**src/rtl/atx_pkg.sv**
```systemverilog
// Shared types for the audio frame transmitter.
// Assumes element lengths never exceed 32 bits.
package atx_pkg;
    localparam int LEN_W = 6;

    typedef enum logic [1:0] {
        PROF_I2S  = 2'd0,
        PROF_PCM  = 2'd1,
        PROF_CPCM = 2'd2,
        PROF_CUST = 2'd3
    } atx_prof_e;

    typedef struct packed {
        logic             dual;
        logic             p2_sync;
        logic [1:0]       delay;
        logic             fs_low;
        logic             lsb_first;
        logic [LEN_W-1:0] len;
    } atx_desc_t;

    typedef enum logic [1:0] {
        S_IDLE  = 2'd0,
        S_DLY   = 2'd1,
        S_SHIFT = 2'd2,
        S_GAP   = 2'd3
    } atx_state_e;

    // Map a size code to an element length in bits.
    function automatic logic [LEN_W-1:0] size_len(input logic [1:0] code);
        case (code)
            2'd0:    size_len = LEN_W'(8);
            2'd1:    size_len = LEN_W'(16);
            default: size_len = LEN_W'(32);
        endcase
    endfunction
endpackage

```
**src/rtl/atx_profile_dec.sv**
```systemverilog
// Turns the profile select and custom fields into one frame descriptor.
// Purely combinational; the sequencer decides when to sample it.
module atx_profile_dec
    import atx_pkg::*;
(
    input  logic [1:0] prof_sel,
    input  logic       keep_prof_len,
    input  logic [1:0] size_sel,
    input  logic       cust_dual,
    input  logic       cust_p2_on_sync,
    input  logic [1:0] cust_delay,
    input  logic       cust_fs_low,
    input  logic       cust_lsb_first,
    output atx_desc_t  desc
);
    logic [LEN_W-1:0] req_len;

    // Length requested through the size code.
    assign req_len = size_len(size_sel);

    // Select the descriptor for the chosen profile.
    always_comb begin
        desc = '0;
        case (atx_prof_e'(prof_sel))
            PROF_I2S: begin
                desc.delay  = 2'd1;
                desc.fs_low = 1'b1;
                desc.len    = keep_prof_len ? LEN_W'(32) : req_len;
            end
            PROF_PCM: begin
                desc.dual    = 1'b1;
                desc.p2_sync = 1'b1;
                desc.len     = keep_prof_len ? LEN_W'(16) : req_len;
            end
            PROF_CPCM: begin
                desc.len = keep_prof_len ? LEN_W'(8) : req_len;
            end
            default: begin
                desc.dual      = cust_dual;
                desc.p2_sync   = cust_p2_on_sync;
                desc.delay     = cust_delay;
                desc.fs_low    = cust_fs_low;
                desc.lsb_first = cust_lsb_first;
                desc.len       = req_len;
            end
        endcase
    end
endmodule

```
**src/rtl/atx_hold_reg.sv**
```systemverilog
// Single-entry sample holding register with a valid/ready input.
// Assumes the consumer raises take only while full is high.
module atx_hold_reg #(
    parameter int W = 32
) (
    input  logic         clk,
    input  logic         rst_n,
    input  logic [W-1:0] in_data,
    input  logic         in_valid,
    output logic         in_ready,
    input  logic         take,
    output logic         full,
    output logic [W-1:0] data
);
    logic         full_q;
    logic [W-1:0] data_q;

    assign in_ready = !full_q;
    assign full     = full_q;
    assign data     = data_q;

    // Fill on handshake, empty when the sequencer takes the word.
    always_ff @(posedge clk) begin
        if (!rst_n) begin
            full_q <= 1'b0;
            data_q <= '0;
        end else if (in_valid && !full_q) begin
            full_q <= 1'b1;
            data_q <= in_data;
        end else if (take) begin
            full_q <= 1'b0;
        end
    end

    a_r10_accept_fills: assert property (@(posedge clk) disable iff (!rst_n)
        (in_valid && in_ready) |=> full_q);
    a_r10_held_word_kept: assert property (@(posedge clk) disable iff (!rst_n)
        (full_q && !take) |=> (full_q && $stable(data_q)));
    a_r10_take_only_full: assert property (@(posedge clk) disable iff (!rst_n)
        take |-> full_q);
endmodule

```
**src/rtl/atx_frame_seq.sv**
```systemverilog
// Frame sequencer and shifter. All work happens on bit_tick cycles.
// Sync polarity is taken live; every other descriptor field is captured
// at frame start and holds for the whole frame.
module atx_frame_seq
    import atx_pkg::*;
#(
    parameter int W = 32
) (
    input  logic         clk,
    input  logic         rst_n,
    input  logic         en,
    input  logic         bit_tick,
    input  logic         fsync_in,
    input  atx_desc_t    live,
    input  logic         hold_full,
    input  logic [W-1:0] hold_data,
    input  logic         clr_underrun,
    output logic         take,
    output logic         sd_out,
    output logic         underrun
);
    localparam int SH_W = $clog2(W) + 1;

    atx_state_e       st, st_n;
    atx_desc_t        cfg_q, cfg_n, desc;
    logic [1:0]       cnt, cnt_n;
    logic [LEN_W-1:0] left, left_n;
    logic [W-1:0]     sh, sh_n, word, aligned;
    logic [SH_W-1:0]  shamt;
    logic             sd_q, sd_n, ph2, ph2_n, prev_act, act, fs_edge;
    logic             start_elem, begin_ph, use_live, ur_q;

    assign act      = fsync_in ^ live.fs_low;
    assign fs_edge  = bit_tick && act && !prev_act;
    assign sd_out   = sd_q;
    assign underrun = ur_q;

    // Next-state, shift and sample-take decisions for one tick.
    always_comb begin
        st_n = st; cnt_n = cnt; left_n = left; sh_n = sh; sd_n = sd_q;
        cfg_n = cfg_q; ph2_n = ph2; take = 1'b0;
        start_elem = 1'b0; begin_ph = 1'b0; use_live = 1'b0;
        word = '0; aligned = '0; shamt = '0;
        if (bit_tick) begin
            case (st)
                S_IDLE: if (fs_edge && en) begin
                    cfg_n = live; use_live = 1'b1; ph2_n = 1'b0; begin_ph = 1'b1;
                end
                S_DLY: if (cnt == 2'd0) start_elem = 1'b1;
                       else cnt_n = cnt - 2'd1;
                S_SHIFT: begin
                    if (left > LEN_W'(1)) begin
                        sd_n   = cfg_q.lsb_first ? sh[0] : sh[W-1];
                        sh_n   = cfg_q.lsb_first ? (sh >> 1) : (sh << 1);
                        left_n = left - LEN_W'(1);
                    end else if (!ph2 && cfg_q.dual && !cfg_q.p2_sync) begin
                        ph2_n = 1'b1; start_elem = 1'b1;
                    end else if (!ph2 && cfg_q.dual) begin
                        if (fs_edge) begin
                            ph2_n = 1'b1; begin_ph = 1'b1;
                        end else begin
                            st_n = S_GAP; sd_n = 1'b0;
                        end
                    end else if (fs_edge && en) begin
                        cfg_n = live; use_live = 1'b1; ph2_n = 1'b0; begin_ph = 1'b1;
                    end else begin
                        st_n = S_IDLE; sd_n = 1'b0;
                    end
                end
                default: if (fs_edge) begin
                    ph2_n = 1'b1; begin_ph = 1'b1;
                end
            endcase
        end
        desc = use_live ? live : cfg_q;
        if (begin_ph) begin
            if (desc.delay == 2'd0) begin
                start_elem = 1'b1;
            end else begin
                st_n = S_DLY; cnt_n = desc.delay - 2'd1; sd_n = 1'b0;
            end
        end
        if (start_elem) begin
            take   = hold_full;
            word   = hold_full ? hold_data : '0;
            st_n   = S_SHIFT;
            left_n = desc.len;
            shamt  = SH_W'(W) - SH_W'(desc.len);
            if (desc.lsb_first) begin
                sd_n = word[0];
                sh_n = word >> 1;
            end else begin
                aligned = word << shamt;
                sd_n    = aligned[W-1];
                sh_n    = aligned << 1;
            end
        end
    end

    // State, shifter and sync history registers.
    always_ff @(posedge clk) begin
        if (!rst_n) begin
            st <= S_IDLE; cfg_q <= '0; cnt <= '0; left <= '0; sh <= '0;
            sd_q <= 1'b0; ph2 <= 1'b0; prev_act <= 1'b0;
        end else begin
            st <= st_n; cfg_q <= cfg_n; cnt <= cnt_n; left <= left_n;
            sh <= sh_n; sd_q <= sd_n; ph2 <= ph2_n;
            if (bit_tick) prev_act <= act;
        end
    end

    // Sticky underrun flag: set on an empty element start, cleared on request.
    always_ff @(posedge clk) begin
        if (!rst_n)                       ur_q <= 1'b0;
        else if (start_elem && !hold_full) ur_q <= 1'b1;
        else if (clr_underrun)            ur_q <= 1'b0;
    end

    a_r13_line_moves_on_tick: assert property (@(posedge clk) disable iff (!rst_n)
        !bit_tick |=> $stable(sd_out));
    a_r12_stay_idle_when_off: assert property (@(posedge clk) disable iff (!rst_n)
        (st == S_IDLE && !en) |=> (st == S_IDLE));
    a_r11_underrun_sticky: assert property (@(posedge clk) disable iff (!rst_n)
        (ur_q && !clr_underrun) |=> ur_q);
    a_r9_low_outside_elements: assert property (@(posedge clk) disable iff (!rst_n)
        (st != S_SHIFT) |-> !sd_q);
    a_r3_shift_count_live: assert property (@(posedge clk) disable iff (!rst_n)
        (st == S_SHIFT) |-> (left != '0 && left <= LEN_W'(W)));
endmodule

```
**src/rtl/audio_frame_tx.sv**
```systemverilog
// Top of the audio serial frame transmitter: descriptor decode, sample
// holding register and frame sequencer. Timing is given by bit_tick.
module audio_frame_tx #(
    parameter int SAMPLE_W = 32
) (
    input  logic                clk,
    input  logic                rst_n,
    input  logic                en,
    input  logic [1:0]          prof_sel,
    input  logic                keep_prof_len,
    input  logic [1:0]          size_sel,
    input  logic                cust_dual,
    input  logic                cust_p2_on_sync,
    input  logic [1:0]          cust_delay,
    input  logic                cust_fs_low,
    input  logic                cust_lsb_first,
    input  logic                bit_tick,
    input  logic                fsync_in,
    input  logic [SAMPLE_W-1:0] smp_data,
    input  logic                smp_valid,
    output logic                smp_ready,
    input  logic                clr_underrun,
    output logic                sd_out,
    output logic                underrun
);
    atx_pkg::atx_desc_t  live_desc;
    logic                hold_full, take;
    logic [SAMPLE_W-1:0] hold_data;

    atx_profile_dec u_dec (
        .prof_sel(prof_sel), .keep_prof_len(keep_prof_len), .size_sel(size_sel),
        .cust_dual(cust_dual), .cust_p2_on_sync(cust_p2_on_sync),
        .cust_delay(cust_delay), .cust_fs_low(cust_fs_low),
        .cust_lsb_first(cust_lsb_first), .desc(live_desc)
    );

    atx_hold_reg #(.W(SAMPLE_W)) u_hold (
        .clk(clk), .rst_n(rst_n), .in_data(smp_data), .in_valid(smp_valid),
        .in_ready(smp_ready), .take(take), .full(hold_full), .data(hold_data)
    );

    atx_frame_seq #(.W(SAMPLE_W)) u_seq (
        .clk(clk), .rst_n(rst_n), .en(en), .bit_tick(bit_tick), .fsync_in(fsync_in),
        .live(live_desc), .hold_full(hold_full), .hold_data(hold_data),
        .clr_underrun(clr_underrun), .take(take), .sd_out(sd_out), .underrun(underrun)
    );
endmodule

```
**config.mk**
```make
export PLATFORM = sky130hd
export DESIGN_NAME = audio_frame_tx
export DESIGN_NICKNAME = d
export VERILOG_FILES = /design/src/rtl/atx_pkg.sv /design/src/rtl/atx_profile_dec.sv /design/src/rtl/atx_hold_reg.sv /design/src/rtl/atx_frame_seq.sv /design/src/rtl/audio_frame_tx.sv
export SDC_FILE = /design/constraint.sdc
export NUM_CORES = 1
export LEC_CHECK = 0
export CAP_MARGIN = 10
export CELL_PAD_IN_SITES_DETAIL_PLACEMENT = 0
export CELL_PAD_IN_SITES_GLOBAL_PLACEMENT = 1
export CORE_MARGIN = 1
export CORE_UTILIZATION = 45
export DETAILED_ROUTE_END_ITERATION = 8
export GPL_ROUTABILITY_DRIVEN = 1
export PLACE_DENSITY = 0.87
export SETUP_SLACK_MARGIN = 0.15
export SLEW_MARGIN = 20
export SYNTH_ARGS = -nofsm -noshare
export SYNTH_HDL_FRONTEND = slang
export SYNTH_SLANG_ARGS = --single-unit
```
**constraint.sdc**
```tcl
create_clock -name clk -period 8.84 [get_ports clk]
set_input_delay 2.21 -clock clk [delete_from_list [all_inputs] [get_ports clk]]
set_output_delay 2.21 -clock clk [all_outputs]
set_load 0.01 [all_outputs]
```
Word level (Yosys, flattened, before mapping)
Index checks and enable logic that the tools add are counted.
- add/sub/neg operators: 4
- $lt $le $gt $ge: 1
- equal/unequal tests: 8
- shift operators: 1
- multiplexer cells: 82
- bitwise logic cells: 3
- reductions and logical operators: 29
- operators by type and width (operator ; count):
    $mux W32 ; 7
    $mux W12 ; 4
    $mux W6 ; 7
    $mux W1 ; 39
    $shl A32 B6 Y32 ; 1
    $mux W2 ; 15
    $pmux W12 S2 ; 1
    $pmux W6 S3 ; 1
    $pmux W6 S2 ; 1
    $reduce_bool A2 Y1 ; 6
    $logic_not A2 Y1 ; 5
    $mux W10 ; 1
    $logic_and A1 B1 Y1 ; 7
    $eq A2 B1 Y1 const B ; 3
    $gt A6 B1 Y1 const B ; 1
    $ne A2 B2 Y1 const B ; 3
    $pmux W1 S3 ; 2
    $pmux W3 S2 ; 1
    $reduce_and A3 Y1 ; 2
    $reduce_or A2 Y1 ; 3
    $sub A6 B1 Y6 const B ; 1
    $sub A6 B6 Y6 const A ; 1
    $reduce_and A5 Y1 ; 1
    $eq A2 B2 Y1 const B ; 2
    7 further kinds ; 13
- register bits: 91
- bits of input ports: 50
- output and inout port bits: 3
- logic and storage cells: 145

Logic depth before layout (Yosys ltp)
- word-level depth: 20
- depth in mapped cells: 20
- depth with buffers taken out: 15

By module
From an unflattened synthesis, not the netlist that was laid out.
- cell total of the unflattened synthesis: 942
- area, all modules: 7440.9 um^2
- by module, submodules not included (module ; instances ; cells an instance ; area each (um^2) ; sequential area each (um^2)):
    atx_frame_seq ; 1 ; 774 ; 5923.2 ; 1141.1
    atx_hold_reg ; 1 ; 144 ; 1355.0 ; 660.6
    atx_profile_dec ; 1 ; 24 ; 162.7 ; 0.0

Least setup slack after synthesis
OpenSTA, ideal clock, no wires.
- path type: in2reg
- from: input port prof_sel[1]
- to: register u_seq.sh[27]
- setup time: 0.115 ns
- arrival: 5.430 ns
- data required time: 8.725 ns
- slack: 3.294 ns
- stages on the path: 18
- path buffers: 6
- path through: buf_2 > or3b_1 > o2111ai_2 > or2_1 > buf_6 > a21o_1 > buf_6 > inv_4 > buf_12 > buf_6 > ha_1 > xor2_1 > o211a_1 > o21a_1 > o2111ai_1 > buf_2 > o221ai_1 > and3_1
- cells in the longest elaborated chain, start to end: 19
- elaborated cells on any way between the ends: 36
- those cells by class: 1 x add/sub; 2 x eq/ne; 1 x shift; 20 x mux; 1 x bitwise; 11 x reduce/logical
- RTL lines (element ; line ; RTL):
    start, declared ; audio_frame_tx.sv:9 ; input logic [1:0] prof_sel,
    branches (longest 19 deep; another with $pmux W3 S2) ; - ;
    end signal, assigned ; atx_frame_seq.sv:107 ; sh <= sh_n; sd_q <= sd_n; ph2 <= ph2_n;
    end, declared ; atx_frame_seq.sv:28 ; logic [W-1:0] sh, sh_n, word, aligned;
Parallel ways; which one is timed is not known.
A chain may end at the register's enable or synchronous reset.

Worst setup path after layout
- from: input port prof_sel[0]
- to: register u_seq.sh[7]
Same word-level chain as after synthesis.

==> metrics.txt <==
hold endpoint u_hold.data[28]$_SDFFE_PN0P_; multiplexer area fraction after synthesis 0.134; Post-CTS Repair Setup Buffers 0; DRT Pass-1 Iters 5; Worst R2R Setup Slack between 4 and 5 ns; Setup CP Type in2reg; status completed; Die Wd 110 um; CTS resizes 0; clk buf depth 2; cell with the most instances after synthesis nand2_1; P&R area growth vs syn 15.1%; Slew @ Worst Pin roughly 1.1 ns; Cells after Synth 670; # diodes 0; max-slew violation count 0; Area contributors post-synth dfxtp_1, mux2i_1, a21oi_1; period utilization 0.770; WHS 0.499 ns; R2R Path Start u_seq.left[0]$_SDFFE_PN0P_; Tmin final slightly below 7 ns; final setup fails 0; Clock Latency Late Sink 0.35 ns; initial core utilization 0.461; total global-route track usage 0.255; fillers 1,124; largest net degree at the start of global routing 73; Worst EP arrival 7.06 ns; final hold vios 0; total negative slack 0 ns; placed cell areas 5750 um2; antenna violations before repair 0; post-synth cell types 64; Synth Area in XOR/XNOR 0.0133; #FFs+latches synth 87; global-route wire length before repair between 20 and 25 mm; CP Capture Type flip-flop; register area share after synthesis 0.331; DR iter-0 viols 374; Compound-Gate Fraction of Synth Area 0.232; largest area contributor in the netlist dfxtp_1; adder-cell share of the synthesized area 0.0167; Nets 740; RR Endpoint u_seq.sh[7]$_SDFFE_PN0P_; number of remaining DRC errors 0; RSZ-0062 raised after global routing false; Synth Net Count 727; maxcap violations 0; clock net sink count 87; CTS tree built; drt wl/cell 17.4 um; num rows 39; Die Ht 110 um; core area 11,400 um2; Worst slew margin 0.293; CP max FO 20; PD cells 178 nW/um2; GRT overflow 0; crit path from prof_sel[0]; Mapped Area approximately 5300 um2; Top Ports 53; antenna viol nets, final 0; post-synthesis simple-gate area fraction 0.212; dpl hpwl approximately 10 mm; Yosys warning total 0; CP startpoint kind input port; Post-synth EDFFs 0; R2R cell count 14; Worst-path clk slew 0.06 ns; IO buf count 52; hold path start u_hold.data[28]$_SDFFE_PN0P_; share of post-route cells with drive strength above 1 0.0799; asr flop ratio synth 0; Num CTS Buffers 9; Peak supply drop 111 uV; Final Power 0.00108 W; synth cell count leaders nand2_1, a21oi_1, dfxtp_1; clk root buf clkbuf_16; H-tree depth 3; hold path depth 2; placer congestion estimate 0.887; routed vias/inst 5.83; Final Instance Area 6050 um2; leakage dissipation 2.17 nW; Hold Crit Class reg2reg; WL final 14.4 mm; Clock Skew 0.00693 ns; Post-synth top flop dfxtp_1; fmax 0.147 GHz; hold_buf cts 0; DIE AREA 12,100 um2; largest family of logic cells by synthesized area compound AO/OA/AOI/OAI gates; vias in the first global route 4,445; via count 4,841; Syn Area/Cell 7.85 um2; CP required 9.09 ns; Yosys top cell area share 0.331
where the power goes:
group / internal [W] / switching [W]
clock: 0.000221 / 0.000165
combinational: 0.000103 / 0.000127
sequential: 0.000424 / 0.0000371
placed cells by master (no fill, tap or decap), drive strengths merged, types with 6 or more instances in the layout:
| cell type | instances |
|---|---|
| mux2 | 19 |
| and3 | 17 |
| clkbuf | 10 |
| xor2 | 6 |
| a21oi | 97 |
| nor2 | 43 |
| o21a | 11 |
| nand2b | 8 |
| o211ai | 17 |
| mux2i | 49 |
| o221ai | 6 |
| inv | 13 |
| nand3 | 12 |
| a221oi | 9 |
| a311oi | 8 |
| dfxtp | 87 |
| nand2 | 123 |
| o21ai | 22 |
| clkdlybuf4s50 | 52 |
| ha | 7 |
kinds of logic after synthesis:
group           after synthesis
compound gates              191
simple gates                242
flops                        87
buf+inv                      67
mux                          68
fa+ha+maj                     7
xor+xnor                      8
per-stage QoR:
step	utilization	setup slack, ns	std cells
final	0.530	2.03	831
after global routing	0.530	1.69	831
after detailed placement	0.504	1.76	815
after CTS	0.530	2.13	831
after floorplan	-	3.29	670
after global placement	0.504	1.90	815
state kept, by name, summed over array words and instances, names as in the netlist:
register	count
u_seq.left	6
u_seq.prev_act	1
u_seq.ph2	1
u_seq.st	2
u_seq.sd_out	1
u_seq.underrun	1
u_seq.sh	32
u_hold.full	1
u_hold.data	32
u_seq.cfg_q	8
u_seq.cnt	2
cell type report:
type	count	area (um2)	area share
Multi-Input combinational cell	516	3230	0.533
Sequential cell	87	1740	0.288
Timing Repair Buffer	57	558	0.0922
Clock buffer	10	229	0.0378
Tap cell	143	179	0.0296
Clock inverter	6	67.6	0.0112
Inverter	12	47.5	0.00785
critical path: stages:
cell and delay (ns):
clkdlybuf4s50_1 0.68, and3_1 0.34, o2111ai_2 0.42, or2_1 0.40
a21o_1 0.68, inv_4 0.25, ha_1 0.57, inv_1 0.40
o2111ai_1 0.19, buf_4 0.22, nor2_2 0.25, a221oi_1 0.14
a311oi_1 0.28
layer usage:
metal,global-route usage,routed length [um],vias up,share of wire
li1,-,-,2411,-
met1,0.378,7060,2259,0.49
met2,0.375,6300,153,0.44
met3,0.0423,816,18,0.056
met4,0.0789,269,0,0.019
met5,0,0,-,0
worst max path at each step:
stage,end,slack [ns]
detailed placement,u_seq.sh[4]$_SDFFE_PN0P_,1.76
global placement,u_seq.sh[7]$_SDFFE_PN0P_,1.90
CTS,u_seq.sh[4]$_SDFFE_PN0P_,2.13
finish,u_seq.sh[7]$_SDFFE_PN0P_,2.03
global route,u_seq.sh[3]$_SDFFE_PN0P_,1.69
floorplan,u_seq.sh[27]$_SDFFE_PN0P_,3.29
No activity file was read; power rests on OpenSTA's default activity.
